===== src/rtl/wdog_pkg.sv =====
package wdog_pkg;

  localparam int unsigned KEY_W = 8;
  localparam logic [KEY_W-1:0] KEY_ARM  = 8'h55;
  localparam logic [KEY_W-1:0] KEY_FIRE = 8'hAA;

  // bit order matches the configuration byte: [3:2] tsel, [1] win, [0] src
  typedef struct packed {
    logic [1:0] tsel;
    logic       win;
    logic       src;
  } wdog_cfg_t;

  localparam int unsigned CFG_W = $bits(wdog_cfg_t);

  function automatic int unsigned pick_term(input logic [1:0] sel,
                                            input int unsigned a,
                                            input int unsigned b,
                                            input int unsigned c);
    case (sel)
      2'd1:    return a;
      2'd2:    return b;
      2'd3:    return c;
      default: return 0;
    endcase
  endfunction

  // first count that lies inside the final quarter
  function automatic int unsigned window_start(input int unsigned term);
    return term - (term / 4);
  endfunction

  function automatic int unsigned max3(input int unsigned a,
                                       input int unsigned b,
                                       input int unsigned c);
    int unsigned m;
    m = (a > b) ? a : b;
    return (m > c) ? m : c;
  endfunction

endpackage


===== src/rtl/wdog_cfg.sv =====
module wdog_cfg
  import wdog_pkg::*;
#(
  parameter logic [1:0] RST_TSEL = 2'd3
) (
  input  logic      clk,
  input  logic      rst_n,
  input  logic      cfg_we,
  input  wdog_cfg_t cfg_in,
  output wdog_cfg_t cfg_q,
  output logic      locked
);

  logic cfg_take;
  assign cfg_take = cfg_we & ~locked;

  always_ff @(posedge clk or negedge rst_n) begin
    if (!rst_n) begin
      cfg_q.tsel <= RST_TSEL;
      cfg_q.win  <= 1'b0;
      cfg_q.src  <= 1'b0;
      locked     <= 1'b0;
    end else if (cfg_take) begin
      cfg_q  <= cfg_in;
      locked <= 1'b1;
    end
  end

  // once locked, no configuration field moves
  assert_cfg_frozen_R1: assert property (@(posedge clk) disable iff (!rst_n)
    locked |=> $stable(cfg_q));

  // the first accepted write sets the lock
  assert_first_write_locks_R1: assert property (@(posedge clk) disable iff (!rst_n)
    cfg_we |=> locked);

endmodule


===== src/rtl/wdog_key.sv =====
module wdog_key
  import wdog_pkg::*;
(
  input  logic             clk,
  input  logic             rst_n,
  input  logic             svc_we,
  input  logic [KEY_W-1:0] svc_data,
  input  logic             abort,
  output logic             svc_ok
);

  logic armed;
  logic is_arm;
  logic is_fire;

  assign is_arm  = (svc_data == KEY_ARM);
  assign is_fire = (svc_data == KEY_FIRE);
  assign svc_ok  = svc_we & is_fire & armed;

  always_ff @(posedge clk or negedge rst_n) begin
    if (!rst_n)      armed <= 1'b0;
    else if (abort)  armed <= 1'b0;
    else if (svc_we) armed <= is_arm;
  end

  // a completed service consumes the armed state
  assert_fire_disarms_R4: assert property (@(posedge clk) disable iff (!rst_n)
    svc_ok |=> !armed);

  // any byte other than the arm key leaves the sequence waiting for it
  assert_stray_byte_restarts_R4: assert property (@(posedge clk) disable iff (!rst_n)
    (svc_we && !is_arm) |=> !armed);

endmodule


===== src/rtl/wdog_counter.sv =====
module wdog_counter
  import wdog_pkg::*;
#(
  parameter int unsigned TERM_A = 64,
  parameter int unsigned TERM_B = 256,
  parameter int unsigned TERM_C = 1024,
  parameter int unsigned CNT_W  = 11
) (
  input  logic      clk,
  input  logic      rst_n,
  input  wdog_cfg_t cfg,
  input  logic      tick_en,
  input  logic      svc_we,
  input  logic      svc_ok,
  output logic      expire,
  output logic      early_hit
);

  logic [CNT_W-1:0] cnt;
  logic [CNT_W-1:0] term;
  logic [CNT_W-1:0] open_pt;
  logic             enabled;
  logic             step;
  logic             in_window;
  logic             svc_take;
  logic             at_end;

  assign term    = CNT_W'(pick_term(cfg.tsel, TERM_A, TERM_B, TERM_C));
  assign open_pt = CNT_W'(window_start(pick_term(cfg.tsel, TERM_A, TERM_B, TERM_C)));
  assign enabled = (cfg.tsel != 2'd0);
  assign step    = enabled & (cfg.src | tick_en);

  assign in_window = (cnt >= open_pt);
  assign at_end    = (cnt >= term - CNT_W'(1));

  // window fault outranks service; service outranks expiry
  assign early_hit = enabled & cfg.win & svc_we & ~in_window;
  assign svc_take  = svc_ok & ~early_hit;
  assign expire    = step & at_end & ~svc_take;

  always_ff @(posedge clk or negedge rst_n) begin
    if (!rst_n)                          cnt <= '0;
    else if (early_hit | expire | svc_take) cnt <= '0;
    else if (step)                       cnt <= cnt + CNT_W'(1);
  end

  // an accepted service leaves the count at zero
  assert_service_clears_R5: assert property (@(posedge clk) disable iff (!rst_n)
    svc_take |=> (cnt == '0));

  // a disabled watchdog does not count
  assert_disabled_holds_R3: assert property (@(posedge clk) disable iff (!rst_n)
    (!enabled && !svc_ok) |=> $stable(cnt));

  // a request restarts the period from zero
  assert_restart_after_req_R12: assert property (@(posedge clk) disable iff (!rst_n)
    (expire || early_hit) |=> (cnt == '0));

  // with the slow source selected, no tick means no movement
  assert_tick_gate_R2: assert property (@(posedge clk) disable iff (!rst_n)
    (!cfg.src && !tick_en && !svc_ok && !svc_we) |=> $stable(cnt));

endmodule


===== src/rtl/wdog_reqgen.sv =====
module wdog_reqgen (
  input  logic clk,
  input  logic rst_n,
  input  logic expire,
  input  logic early_hit,
  output logic rst_req,
  output logic wdog_cause
);

  logic fire;
  assign fire = expire | early_hit;

  always_ff @(posedge clk or negedge rst_n) begin
    if (!rst_n) begin
      rst_req    <= 1'b0;
      wdog_cause <= 1'b0;
    end else begin
      rst_req    <= fire;
      wdog_cause <= wdog_cause | fire;
    end
  end

  // every expiry or window fault becomes a request one cycle later
  assert_fire_to_req_R6: assert property (@(posedge clk) disable iff (!rst_n)
    fire |=> rst_req);

  // no request without a cause in the previous cycle
  assert_no_spurious_req_R6: assert property (@(posedge clk) disable iff (!rst_n)
    !fire |=> !rst_req);

  // the cause flag never drops outside reset
  assert_cause_sticky_R9: assert property (@(posedge clk) disable iff (!rst_n)
    wdog_cause |=> wdog_cause);

endmodule


===== src/rtl/wdog_window_top.sv =====
module wdog_window_top
  import wdog_pkg::*;
#(
  parameter int unsigned ADDR_W   = 1,
  parameter int unsigned CFG_ADDR = 0,
  parameter int unsigned SVC_ADDR = 1,
  parameter int unsigned TERM_A   = 64,
  parameter int unsigned TERM_B   = 256,
  parameter int unsigned TERM_C   = 1024,
  parameter logic [1:0]  RST_TSEL = 2'd3
) (
  input  logic              clk,
  input  logic              rst_n,
  input  logic              tick_en,
  input  logic              wr_en,
  input  logic [ADDR_W-1:0] wr_addr,
  input  logic [KEY_W-1:0]  wr_data,
  output logic              rst_req,
  output logic              wdog_cause
);

  localparam int unsigned TERM_MAX = max3(TERM_A, TERM_B, TERM_C);
  localparam int unsigned CNT_W    = $clog2(TERM_MAX + 1);

  logic                   cfg_we;
  logic                   svc_we;
  logic                   svc_ok;
  logic                   expire;
  logic                   early_hit;
  logic                   locked;
  wdog_cfg_t              cfg_in;
  wdog_cfg_t              cfg_q;
  logic [KEY_W-CFG_W-1:0] unused_cfg_hi;

  assign cfg_we        = wr_en & (wr_addr == ADDR_W'(CFG_ADDR));
  assign svc_we        = wr_en & (wr_addr == ADDR_W'(SVC_ADDR));
  assign cfg_in        = wr_data[CFG_W-1:0];
  assign unused_cfg_hi = wr_data[KEY_W-1:CFG_W];

  wdog_cfg #(.RST_TSEL(RST_TSEL)) u_cfg (
    .clk    (clk),
    .rst_n  (rst_n),
    .cfg_we (cfg_we),
    .cfg_in (cfg_in),
    .cfg_q  (cfg_q),
    .locked (locked)
  );

  wdog_key u_key (
    .clk      (clk),
    .rst_n    (rst_n),
    .svc_we   (svc_we),
    .svc_data (wr_data),
    .abort    (expire | early_hit),
    .svc_ok   (svc_ok)
  );

  wdog_counter #(
    .TERM_A (TERM_A),
    .TERM_B (TERM_B),
    .TERM_C (TERM_C),
    .CNT_W  (CNT_W)
  ) u_cnt (
    .clk       (clk),
    .rst_n     (rst_n),
    .cfg       (cfg_q),
    .tick_en   (tick_en),
    .svc_we    (svc_we),
    .svc_ok    (svc_ok),
    .expire    (expire),
    .early_hit (early_hit)
  );

  wdog_reqgen u_req (
    .clk        (clk),
    .rst_n      (rst_n),
    .expire     (expire),
    .early_hit  (early_hit),
    .rst_req    (rst_req),
    .wdog_cause (wdog_cause)
  );

  // a request is always accompanied by the cause flag
  assert_req_sets_cause_R9: assert property (@(posedge clk) disable iff (!rst_n)
    rst_req |-> wdog_cause);

  // a write to a locked configuration cannot change it
  assert_locked_write_ignored_R1: assert property (@(posedge clk) disable iff (!rst_n)
    (cfg_we && locked) |=> $stable(cfg_q));

endmodule


===== config.mk =====
export PLATFORM = sky130hd
export DESIGN_NAME = wdog_window_top
export DESIGN_NICKNAME = d
export VERILOG_FILES = /design/src/rtl/wdog_pkg.sv /design/src/rtl/wdog_cfg.sv /design/src/rtl/wdog_key.sv /design/src/rtl/wdog_counter.sv /design/src/rtl/wdog_reqgen.sv /design/src/rtl/wdog_window_top.sv
export SDC_FILE = /design/constraint.sdc
export NUM_CORES = 1
export LEC_CHECK = 0
export BUFFER_PORTS_ARGS = -buffer_cell sky130_fd_sc_hd__clkbuf_2
export CORE_MARGIN = 4
export CORE_UTILIZATION = 52
export CTS_CLUSTER_DIAMETER = 60
export DETAILED_ROUTE_END_ITERATION = 7
export PLACE_DENSITY_LB_ADDON = 0.1
export SLEW_MARGIN = 20
export SYNTH_ARGS = -nofsm -noshare
export SYNTH_HDL_FRONTEND = slang
export SYNTH_SLANG_ARGS = --single-unit

===== constraint.sdc =====
create_clock -name clk -period 2.1 [get_ports clk]
set_input_delay 0.525 -clock clk [delete_from_list [all_inputs] [get_ports clk]]
set_output_delay 0.525 -clock clk [all_outputs]
set_load 0.01 [all_outputs]

==> After elaboration in Yosys (flattened, before gate mapping) <==
Index checks and enable logic that the tools add are counted.
{ "classes": {"n_reduce_logical": 3, "addsub": 3, "bitwise": 21, "n_lt_le_gt_ge": 2, "muxes": 5, "n_eq_ne": 5} }
{ "op_table": {"columns": ["cell", "n"], "rows": [
  ["$pmux W11 S3", 1],
  ["$ge A11 B11 Y1", 2],
  ["$mux W11", 2],
  ["$and A1 B1 Y1", 12],
  ["$add A11 B1 Y11 const B", 1],
  ["$sub A11 B1 Y11 const B", 1],
  ["$sub A11 B9 Y11", 1],
  ["$eq A8 B7 Y1 const B", 1],
  ["$eq A8 B8 Y1 const B", 1],
  ["$reduce_bool A2 Y1", 3],
  ["$not A1 Y1", 5],
  ["$eq A2 B2 Y1 const B", 2],
  ["$or A1 B1 Y1", 4],
  ["$eq A2 B1 Y1 const B", 1],
  ["$mux W1", 2]
]} }
{ "totals": {"word_cells": 47, "out_inout_bits": 2, "inputBits": 13, "reg_bits": 19} }

==> Logic depth before layout (Yosys ltp) <==
Gate-level depths: netlist of run 1.
{ "logic_depth": {"word_depth": 13, "ltp_mapped": 10, "depth_no_buf": 9} }

==> By module <==
Synthesis of run 1 repeated with hierarchy kept, for this count alone.
{ "unflattened": {"hier_cells": 141, "area_unflattened_um2": 1386.3} }
{ "by_module_without_submodules": {"columns": ["module", "seq_area_each_um2", "area_each_um2", "instances", "cells_each"], "rows": [
  ["wdog_counter", 275.3, 1011.0, 1, 114],
  ["wdog_cfg", 127.6, 192.7, 1, 11],
  ["wdog_key", 25.0, 97.6, 1, 9],
  ["wdog_reqgen", 50.0, 62.6, 1, 4],
  ["wdog_window_top", 0.0, 22.5, 1, 3]
]} }

==> Least setup slack after synthesis of run 1 <==
No wires, ideal clock.
{ "synth_timing": {"path_kind": "flip-flop to flip-flop", "start": "register u_cfg.cfg_q[2] (netlist name)", "end": "register u_req.wdog_cause", "setup_ns": 0.124, "path_slack_ns": -0.197, "synth_period_minus_slack_ns": 2.297, "required_time_ns": 1.976, "stages_incl_launch_ff": 9, "n_path_buf": 0, "t_arrival_ns": 2.173, "cell_sequence": "dfstp_2 -> inv_1 -> ha_1 -> ha_1 -> a21oi_1 -> a21boi_0 -> a311oi_2 -> nor2_1 -> a211o_1"} }
{ "synth_via": {"elab_chain_len": 12, "word_cells_on_any_way": 21, "cone_classes": "2 x add/sub; 2 x order compare; 3 x eq/ne; 1 x mux; 12 x bitwise; 1 x reduce/logical"} }
{ "synth_rtl": {"columns": ["item", "line_no", "source"], "rows": [
  ["$eq A2 B2 Y1 / $eq A2 B1 Y1 (equally long branches)", "wdog_pkg.sv:20", "case (sel)"],
  ["$pmux W11 S3", "wdog_pkg.sv:20", null],
  ["$sub A11 B9 Y11", "wdog_pkg.sv:30", "return term - (term / 4);"],
  ["$ge A11 B11 Y1", "wdog_counter.sv:33", "assign in_window = (cnt >= open_pt);"],
  ["$not A1 Y1", "wdog_counter.sv:37", "assign early_hit = enabled & cfg.win & svc_we & ~in_window;"],
  ["$and A1 B1 Y1", "wdog_counter.sv:37", null],
  ["$not A1 Y1", "wdog_counter.sv:38", "assign svc_take = svc_ok & ~early_hit;"],
  ["$and A1 B1 Y1", "wdog_counter.sv:38", null],
  ["$not A1 Y1", "wdog_counter.sv:39", "assign expire = step & at_end & ~svc_take;"],
  ["$and A1 B1 Y1", "wdog_counter.sv:39", null],
  ["$or A1 B1 Y1 (*)", "wdog_reqgen.sv:11", "assign fire = expire | early_hit;"],
  ["$or A1 B1 Y1 (*)", "wdog_reqgen.sv:19", "wdog_cause <= wdog_cause | fire;"],
  ["to (signal assigned)", "wdog_reqgen.sv:19", null],
  ["to (decl)", "wdog_reqgen.sv:7", "output logic wdog_cause"]
]} }
Every way passes the cells marked *; elsewhere a longest branch is shown, timed or not.
A chain may end at the register's enable or synchronous reset.

==> Final worst setup path of run 1 <==
{ "layout_timing": {"start": "register u_cfg.cfg_q[2] (netlist name)", "end": "register u_req.wdog_cause"} }
{ "layout_via": {"elab_chain_len": 12, "word_cells_on_any_way": 21, "cone_classes": "2 x add/sub; 2 x order compare; 3 x eq/ne; 1 x mux; 12 x bitwise; 1 x reduce/logical"} }
{ "layout_rtl": {"columns": ["item", "line_no"], "rows": [
  ["$eq A2 B2 Y1 / $eq A2 B1 Y1 (equally long branches)", "wdog_pkg.sv:20"],
  ["$pmux W11 S3", "wdog_pkg.sv:20"],
  ["$sub A11 B9 Y11", "wdog_pkg.sv:30"],
  ["$ge A11 B11 Y1", "wdog_counter.sv:33"],
  ["$not A1 Y1", "wdog_counter.sv:37"],
  ["$and A1 B1 Y1", "wdog_counter.sv:37"],
  ["$not A1 Y1", "wdog_counter.sv:38"],
  ["$and A1 B1 Y1", "wdog_counter.sv:38"],
  ["$not A1 Y1", "wdog_counter.sv:39"],
  ["$and A1 B1 Y1", "wdog_counter.sv:39"],
  ["$or A1 B1 Y1 (*)", "wdog_reqgen.sv:11"],
  ["$or A1 B1 Y1 (*)", "wdog_reqgen.sv:19"]
]} }
Marks and branches as above.

==> impl_metrics.tcl, run 1 <==
set metrics [dict create \
    status "finished, violations left" \
    violations "negative setup slack" \
    detail-route-antenna-nets 0 \
    syn_nets 172 \
    fill_cells 209 \
    worstSetupPathType "reg2reg" \
    intPower_mw 0.790 \
    synthTopCellsByArea "dfrtp_1 (31%), ha_1 (17%), nand2_1 (4.3%), dfstp_2 (3.8%), xor2_1 (3.8%)" \
    grt_antenna_before_repair 0 \
    synth_edf_count 0 \
    clkLatencyLatePin_ns 0.30 \
    p_per_area_mw_per_mm2 757 \
    drive_above_1_share_pct 36.7 \
    p_sw_mw 0.464 \
    placed_cells 192 \
    endpoint_kind "flip-flop" \
    nets 199 \
    synthesis.area_mm2 0.00138 \
    postSynthAreaPerCell_um2 9.87 \
    clockRootBuffer "clkbuf_4" \
    worst_ep_arrival_time_ns 2.40 \
    track_usage_pct 18.6 \
    clkSlewWorstSetupHoldPaths_ns 0.11 \
    cts_htree_levels 1 \
    seq_power_share_pct 40.2 \
    slew_headroom_pct 67.2 \
    die_area_mm2 0.00355 \
    core_area_mm2 0.00250 \
    layout_setup_ws_ns -0.104 \
    hp-class "in2async" \
    clock.fmax_mhz 454 \
    design_power_total_mw 1.25 \
    tightest_slew_ns 0.492 \
    cts_buffer_depth 2 \
    crit_path_max_fanout 4 \
    synth_ff_type "dfrtp_1" \
    rsz0062_at_grt "yes" \
    timing.hold.ws_ns 0.166 \
    drcViolationCount 0 \
    yosys.area.top_type_share_pct 30.8 \
    first_pass_iters 4 \
    hpwl_um 2280 \
    maxCapViolCount 0 \
    std_cell_rows 18 \
    crit_required_ns 2.29 \
    final.setup_skew_ns 0.00190 \
    io_buffers 14 \
    setup-violations-final 13 \
    die_w_um 59.5 \
    dp_slack_ns -0.131 \
    grt_pass1_wl_um 4890 \
    cts_buffers 3 \
    wirelength_um 2830 \
    via_per_inst 5.30 \
    seq_area_um2 478 \
    pin_count 15 \
    yosys.cell_types.count 37 \
    num_vias 1039 \
    slew_violations 0 \
    grt-ovfl-total 0 \
    cts.sinks 19 \
    period_share_pct 105 \
    synthCells 140 \
    switching_share_pct 37.0 \
    synth_seq_cells 19 \
    multiInputGateArea_um2 921 \
    combinationalPowerShare_pct 44.9 \
    async_flop_share_pct 100 \
    clock_power_share_pct 14.9 \
    setup_tns_ns -1.14 \
    antennaDiodeCount 0 \
    startpoint_type "flip-flop" \
    vdd_drop_max_v 0.000582 \
    gp_congestion 0.760 \
    instances_no_fill 196 \
    tritoncts "built" \
    grt_pass1_vias 1109 \
    start_util_pct 55.3 \
    synth_top_cell_by_area "dfrtp_1" \
    wire_per_inst_um 14.4 \
    hold_viol_final 0 \
    die_y_um 59.5 \
    area_growth_pct 19.8 \
    p_leak_nw 0.747 \
    first_iter_violations 28 \
    yosysSeqAreaShare_pct 34.6 \
    grt_max_degree 20 \
    ys_warn_count 0 \
    finalCriticalPeriod_ns 2.20 \
]
## registers in the layout, summed over array words and instances, names as in the netlist
signal            count
u_cnt.cnt            11
u_cfg.cfg_q           4
u_cfg.locked          1
u_key.armed           1
u_req.rst_req         1
u_req.wdog_cause      1
## cell families (layout without fill, tap and decap cells)
logic type      count (synthesis)  after routing  share of synthesized area [%]
compound gates                 23             23                           13.3
xor+xnor                       11             11                           6.97
fa+ha+maj                      19             19                           17.2
buf+inv                        11             37                           3.53
flops                          19             19                           34.6
mux                             2              2                           1.63
simple gates                   55             55                           22.7
## worst max-delay path: stages, from the launching register on
cell and delay (ns):
dfstp_2 0.60, inv_4 0.06, ha_4 0.25, ha_1 0.28
nand4_1 0.09, a21boi_1 0.08, a311oi_2 0.33, nor2_2 0.10
a211o_1 0.31
## placed cells by master (no fill, tap or decap), drive strengths merged, types with 3 or more instances in the layout
| cell | netlist | routed |
|---|---|---|
| a21oi | 5 | 5 |
| and3 | 3 | 3 |
| buf | 1 | 9 |
| clkbuf | 0 | 18 |
| dfrtp | 17 | 17 |
| ha | 19 | 19 |
| inv | 10 | 10 |
| nand2 | 16 | 16 |
| nand2b | 3 | 3 |
| nand4 | 6 | 6 |
| nor2 | 18 | 18 |
| nor4bb | 5 | 5 |
| o21ai | 5 | 5 |
| xnor2 | 5 | 5 |
| xor2 | 6 | 6 |
## power by group through the flow
stage	Sequential [mW]	Clock, mW	Combinational [mW]
after floorplan	0.507	0	0.337
after global placement	0.500	0	0.503
after detailed placement	0.507	0	0.521
after CTS	0.502	0.192	0.537
after global routing	0.516	0.207	0.639
final	0.504	0.187	0.563
## stage by stage
stage               util (%)  instance area [µm²]
floorplan                  -                 1410
global placement        63.3                 1580
detailed placement      63.3                 1580
CTS                     65.3                 1630
global route            66.2                 1660
finish                  66.2                 1660
## worst paths after layout
check / from / to / slack, ns / cells past startpoint
worst max register to register: u_cfg.cfg_q[2] / u_req.wdog_cause / -0.10 / 8
worst min register to register: u_cfg.locked / u_cfg.locked / 0.48 / 1
min in group clk: wr_data[3] / u_cfg.cfg_q[3] / 0.45 / 3
worst min-delay path: rst_n / u_cfg.locked / 0.17 / 1
max in group asynchronous: rst_n / u_cfg.cfg_q[2] / 1.58 / 1
worst max-delay path: u_cfg.cfg_q[2] / u_req.wdog_cause / -0.10 / 8
## layer usage
| layer | wire length, µm | track usage, % | vias up |
|---|---|---|---|
| met5 | 0 | 0 | - |
| met2 | 1340 | 29.3 | 7 |
| li1 | - | - | 542 |
| met4 | 72 | 10.1 | 0 |
| met3 | 30 | 1.96 | 6 |
| met1 | 1390 | 24.9 | 484 |
## final cells by class
type | count | area share [%]
tap | 30 | 2.27
timing repair buffer | 23 | 9.07
multi-input combinational | 110 | 55.6
clock buffer | 4 | 1.59
sequential | 19 | 28.9
inverter | 10 | 2.57
## repair_timing
action,4_1_cts,5_1_grt
hold endpoints to repair,0,0
hold buffers,0,0
setup endpoints to repair,14,14
cloned,0,0
setup buffers,0,0
pin swaps,2,4
gates resized for setup,8,8
## cell usage after synthesis (all sizes together) (2+ instances only)
cell type  count
xor2           6
mux2           2
nor2          18
ha            19
o21ai          5
dfrtp         17
inv           10
nand2         16
nand4          6
a21oi          5
xnor2          5
a21boi         2
nand2b         3
and3           3
dfstp          2
nor4bb         5
a21o           2
No activity file was read; power rests on OpenSTA's default activity.
==> inputs of run 2 (changes only) <==
RECOVER_POWER = 25   (was unset)
==> run 2 against run 1 <==
- the run still ends with negative setup slack left
- setup slack unchanged
- register-to-register slack about the same
- sequential share of layout area about the same
- combinational power about the same
- clock-buffer cell count unchanged
- via count unchanged
- design area about the same
- flip-flop and latch count unchanged
- clock skew unchanged
- hold slack improved by 0.21 ns
- clock power about the same
==> impl_metrics.tcl, run 2 (synthesized netlist as in run 1, its figures left out) <==
set metrics [dict create \
    tightest_slew_ns 1.05 \
    crit_chain "inv_4 > ha_4 > ha_1 > nand4_1 > a21boi_1 > a311oi_2 > nor2_2 > a211o_1" \
    via_per_inst 5.30 \
    hpwl_um 2280 \
    setup-violations-final 13 \
    status "finished, violations left" \
    met3_usage_pct 1.96 \
    die_w_um 59.5 \
    cts_buffers 3 \
    cts_htree_levels 1 \
    reg2reg_to "u_req.wdog_cause" \
    std_cell_rows 18 \
    rsz0062_at_grt "yes" \
    antennaDiodeCount 0 \
    largestRegisters "u_cnt.cnt: 11 flops, u_cfg.cfg_q: 4 flops" \
    r2r_slack_ns -0.10 \
    slew_headroom_pct 30.0 \
    nets 199 \
    fill_cells 208 \
    io_buffers 14 \
    grt_pass1_vias 1109 \
    clockRootBuffer "clkbuf_4" \
    wire_per_inst_um 14.4 \
    crit_required_ns 2.29 \
    r2r-start "u_cfg.cfg_q[2]" \
    clkSlewWorstSetupHoldPaths_ns 0.11 \
    seq_power_share_pct 40.2 \
    regMostFlops "u_cnt.cnt" \
    start_util_pct 55.3 \
    critPathSlowestCell "dfstp_2" \
    pin_count 15 \
    die_area_mm2 0.00355 \
    hold_viol_final 0 \
    die_y_um 59.5 \
    endpoint "u_req.wdog_cause" \
    detail-route-antenna-nets 0 \
    startpoint_type "flip-flop" \
    track_usage_pct 18.6 \
    clock.fmax_mhz 454 \
    use_met2_pct 29.3 \
    cts_setup_buffers 0 \
    grt_max_degree 20 \
    tritoncts "built" \
    violations "negative setup slack" \
    grt_antenna_before_repair 0 \
    path_depth 8 \
    wirelength_um 2830 \
    crit_path_max_fanout 4 \
    critPathLaunch "u_cfg.cfg_q[2]" \
    p_per_area_mw_per_mm2 758 \
    largest_register_ffs 11 \
    design_power_total_mw 1.25 \
    finalCriticalPeriod_ns 2.20 \
    p_sw_mw 0.464 \
    drive_above_1_share_pct 36.1 \
    reg2reg_depth 8 \
    timing.hold.ws_ns 0.381 \
    clock_power_share_pct 14.9 \
    combinationalPowerShare_pct 44.9 \
    hp-class "in2async" \
    layout_commonest_cell "dfrtp_1" \
    gp_congestion 0.760 \
    switching_share_pct 37.0 \
    worst_ep_arrival_time_ns 2.40 \
    core_area_mm2 0.00250 \
    path_buf_inv 1 \
    vdd_drop_max_v 0.000582 \
    crit_family "compound AO/OA/AOI/OAI gates" \
    use_met1_pct 24.9 \
    final.setup_skew_ns 0.00190 \
    grt_busiest_layer "met2" \
    slowest_delay_ns 0.60 \
    grt_pass1_wl_um 4890 \
    endpoint_kind "flip-flop" \
    cts_buffer_depth 2 \
    grt-ovfl-total 0 \
    area_growth_pct 19.7 \
    maxCapViolCount 0 \
    cts.sinks 19 \
    worstSetupPathType "reg2reg" \
    num_vias 1039 \
    first_pass_iters 4 \
    cts_hold_buf 0 \
    intPower_mw 0.790 \
    layout_setup_ws_ns -0.104 \
    p_leak_nw 0.744 \
    slew_violations 0 \
    period_share_pct 105 \
    layout_common_cells "dfrtp_1 (17), nand2_1 (16), ha_1 (14)" \
    drcViolationCount 0 \
    first_iter_violations 28 \
    clkLatencyLatePin_ns 0.30 \
]
run 2: what timing repair did:
action                                  CTS  global route
endpoints found under the setup margin   14            14
gates cloned                              0             0
pin swaps                                 2             4
endpoints found under the hold margin     0             0
gates resized for setup                   8             8
run 2: how the worst min path moves through the flow:
stage	startpoint	to	cells after the start
global route	rst_n	u_cfg.locked	1
CTS	rst_n	u_cfg.locked	1
detailed placement	u_cfg.locked	u_cfg.locked	1
global placement	u_cfg.locked	u_cfg.locked	1
finish	rst_n	u_cfg.locked	1
floorplan	rst_n	u_cfg.cfg_q[0]	0
run 2: power by group through the flow:
stage               registers (mW)  clock network [mW]  logic [mW]
floorplan                    0.507                   0       0.337
global placement             0.500                   0       0.503
detailed placement           0.507                   0       0.521
CTS                          0.502               0.192       0.537
global route                 0.516               0.207       0.639
finish                       0.503               0.187       0.563
run 2: cell type report:
cell class / count / area (µm²) / share of cell area, %
multi-input combinational: 110 / 921 / 55.7
sequential: 19 / 478 / 28.9
timing repair buffer: 23 / 149 / 9.00
inverter: 10 / 42.5 / 2.57
tap: 30 / 37.5 / 2.27
clock buffer: 4 / 26.3 / 1.59
run 2: per-layer routing:
metal	wire length, µm	vias up
li1	-	542
met3	29	6
met2	1340	7
met1	1390	484
met4	72	0
met5	0	-
run 2: per-stage QoR:
stage | cell area, µm² | worst slack (ns) | utilization (%) | std cells | TNS, ns
after floorplan | 1410 | 0.0165 | - | 140 | 0
after global placement | 1580 | -0.0895 | 63.3 | 192 | -0.344
after detailed placement | 1580 | -0.131 | 63.3 | 192 | -0.961
after CTS | 1630 | -0.130 | 65.3 | 196 | -1.29
after global routing | 1650 | -0.231 | 66.2 | 196 | -2.89
final | 1650 | -0.104 | 66.2 | 196 | -1.14
==> inputs of run 3 (changes only) <==
RECOVER_POWER = unset   (was 25)
REMOVE_ABC_BUFFERS = 1   (was unset)
==> run 3 against run 2 <==
- clock-buffer cell count is the same
- non-clock buffer count grew 5
- design area grew 11%
- register-to-register slack lost 0.11 ns
- sequential power shrank 2%
- total power grew 10%
- critical endpoint unchanged
- the flow still finishes with violations (negative setup slack)
- clock power grew 4%
- flip-flop and latch count is the same
- clock skew grew 0.0062 ns
- combinational power grew 23%
==> impl_metrics.tcl, run 3 (synthesized netlist as in run 1, its figures left out) <==
set metrics [dict create \
    layout_commonest_cell "dfrtp_1" \
    r2r-start "u_cfg.cfg_q[2]" \
    hpwl_um 2310 \
    grt-ovfl-total 0 \
    std_cell_rows 18 \
    cts_htree_levels 1 \
    clock.fmax_mhz 432 \
    p_leak_nw 0.791 \
    slew_headroom_pct 67.5 \
    via_per_inst 5.38 \
    first_pass_iters 3 \
    die_y_um 59.5 \
    die_area_mm2 0.00355 \
    vdd_drop_max_v 0.000532 \
    tightest_slew_ns 0.486 \
    largest_register_ffs 11 \
    grt_antenna_before_repair 0 \
    gp_congestion 0.773 \
    finalCriticalPeriod_ns 2.31 \
    num_vias 1081 \
    dp_slack_ns -0.256 \
    tritoncts "built" \
    hp-class "in2async" \
    layout_common_cells "dfrtp_1 (17), nand2_1 (16), clkbuf_2 (14)" \
    clkSlewWorstSetupHoldPaths_ns 0.11 \
    status "finished, violations left" \
    timing.hold.ws_ns 0.145 \
    worstSetupPathType "reg2reg" \
    track_usage_pct 19.0 \
    pin_count 15 \
    layout_setup_ws_ns -0.214 \
    drive_above_1_share_pct 42.1 \
    regMostFlops "u_cnt.cnt" \
    rsz0062_at_grt "yes" \
    cts_hold_buf 0 \
    area_growth_pct 32.8 \
    wire_per_inst_um 15.9 \
    largestRegisters "u_cnt.cnt: 11 flops, u_cfg.cfg_q: 4 flops" \
    clkLatencyLatePin_ns 0.32 \
    placed_cells 194 \
    cts_buffer_depth 2 \
    crit_required_ns 2.32 \
    hold_viol_final 0 \
    first_iter_violations 42 \
    clockRootBuffer "clkbuf_4" \
    maxCapViolCount 0 \
    cts.sinks 19 \
    antennaDiodeCount 0 \
    slew_violations 0 \
    crit_path_max_fanout 3 \
    setup_tns_ns -2.43 \
    start_util_pct 55.3 \
    die_w_um 59.5 \
    period_share_pct 110 \
    worst_ep_arrival_time_ns 2.53 \
    p_per_area_mw_per_mm2 753 \
    core_area_mm2 0.00250 \
    endpoint_kind "flip-flop" \
    startpoint_type "flip-flop" \
    grt_pass1_wl_um 5020 \
    detail-route-antenna-nets 0 \
    design_power_total_mw 1.38 \
    critPathLaunch "u_cfg.cfg_q[2]" \
    cts_buffers 3 \
    final.setup_skew_ns 0.00811 \
    wirelength_um 3200 \
    grt_max_degree 20 \
    drcViolationCount 0 \
    nets 204 \
    grt_pass1_vias 1109 \
    io_buffers 14 \
    violations "negative setup slack" \
    setup-violations-final 14 \
    instances_no_fill 201 \
]
run 3: cell type report:
type,count,area (µm²)
sequential,19,478
multi-input combinational,110,1040
fill,170,666
tap,30,37.5
inverter,10,37.5
timing repair buffer,28,213
clock buffer,4,26.3
run 3: timing repair:
item	in CTS	in global routing
pin swaps	4	15
endpoints found under the hold margin	0	0
buffers inserted	1	1
cloned	0	1
setup endpoints to repair	14	14
gates resized for setup	17	18
run 3: path summary, 6_finish.rpt:
path	endpoint	slack [ns]	cells past startpoint
max in group asynchronous	u_cfg.cfg_q[2]	1.61	1
hold / removal	u_cnt.cnt[8]	0.15	1
min in group clk	u_cfg.cfg_q[2]	0.42	3
setup reg to reg	u_req.wdog_cause	-0.21	10
hold reg to reg	u_cfg.locked	0.48	1
setup / recovery	u_req.wdog_cause	-0.21	10
run 3: report_power, final:
part	internal (mW)	leakage [nW]	switching [mW]
sequential	0.436	0.240	0.0586
combinational	0.347	0.536	0.344
clock	0.0745	0.0150	0.121
total	0.857	0.791	0.524
run 3: worst max-delay path, stage by stage (launching register included):
cell and delay, ns:
dfstp_2 0.58, buf_6 0.12, ha_4 0.14, xnor2_2 0.09, ha_4 0.28, and4_4 0.21, o21ai_2 0.07, o21ai_2 0.25
buf_4 0.17, nor2_4 0.04, a211o_1 0.26
run 3: routing by layer:
layer / up-vias / GRT usage, % / wire length, µm
li1: 560 / - / -
met1: 507 / 24.8 / 1420
met2: 9 / 32.1 / 1660
met3: 5 / 4.58 / 66
met4: 0 / 3.80 / 55
met5: - / 0 / 0
run 3: metrics by stage:
step	instance area [µm²]	util (%)
after floorplan	1370	-
after global placement	1570	62.9
after detailed placement	1570	62.9
after CTS	1690	67.6
after global routing	1830	73.4
final	1830	73.4
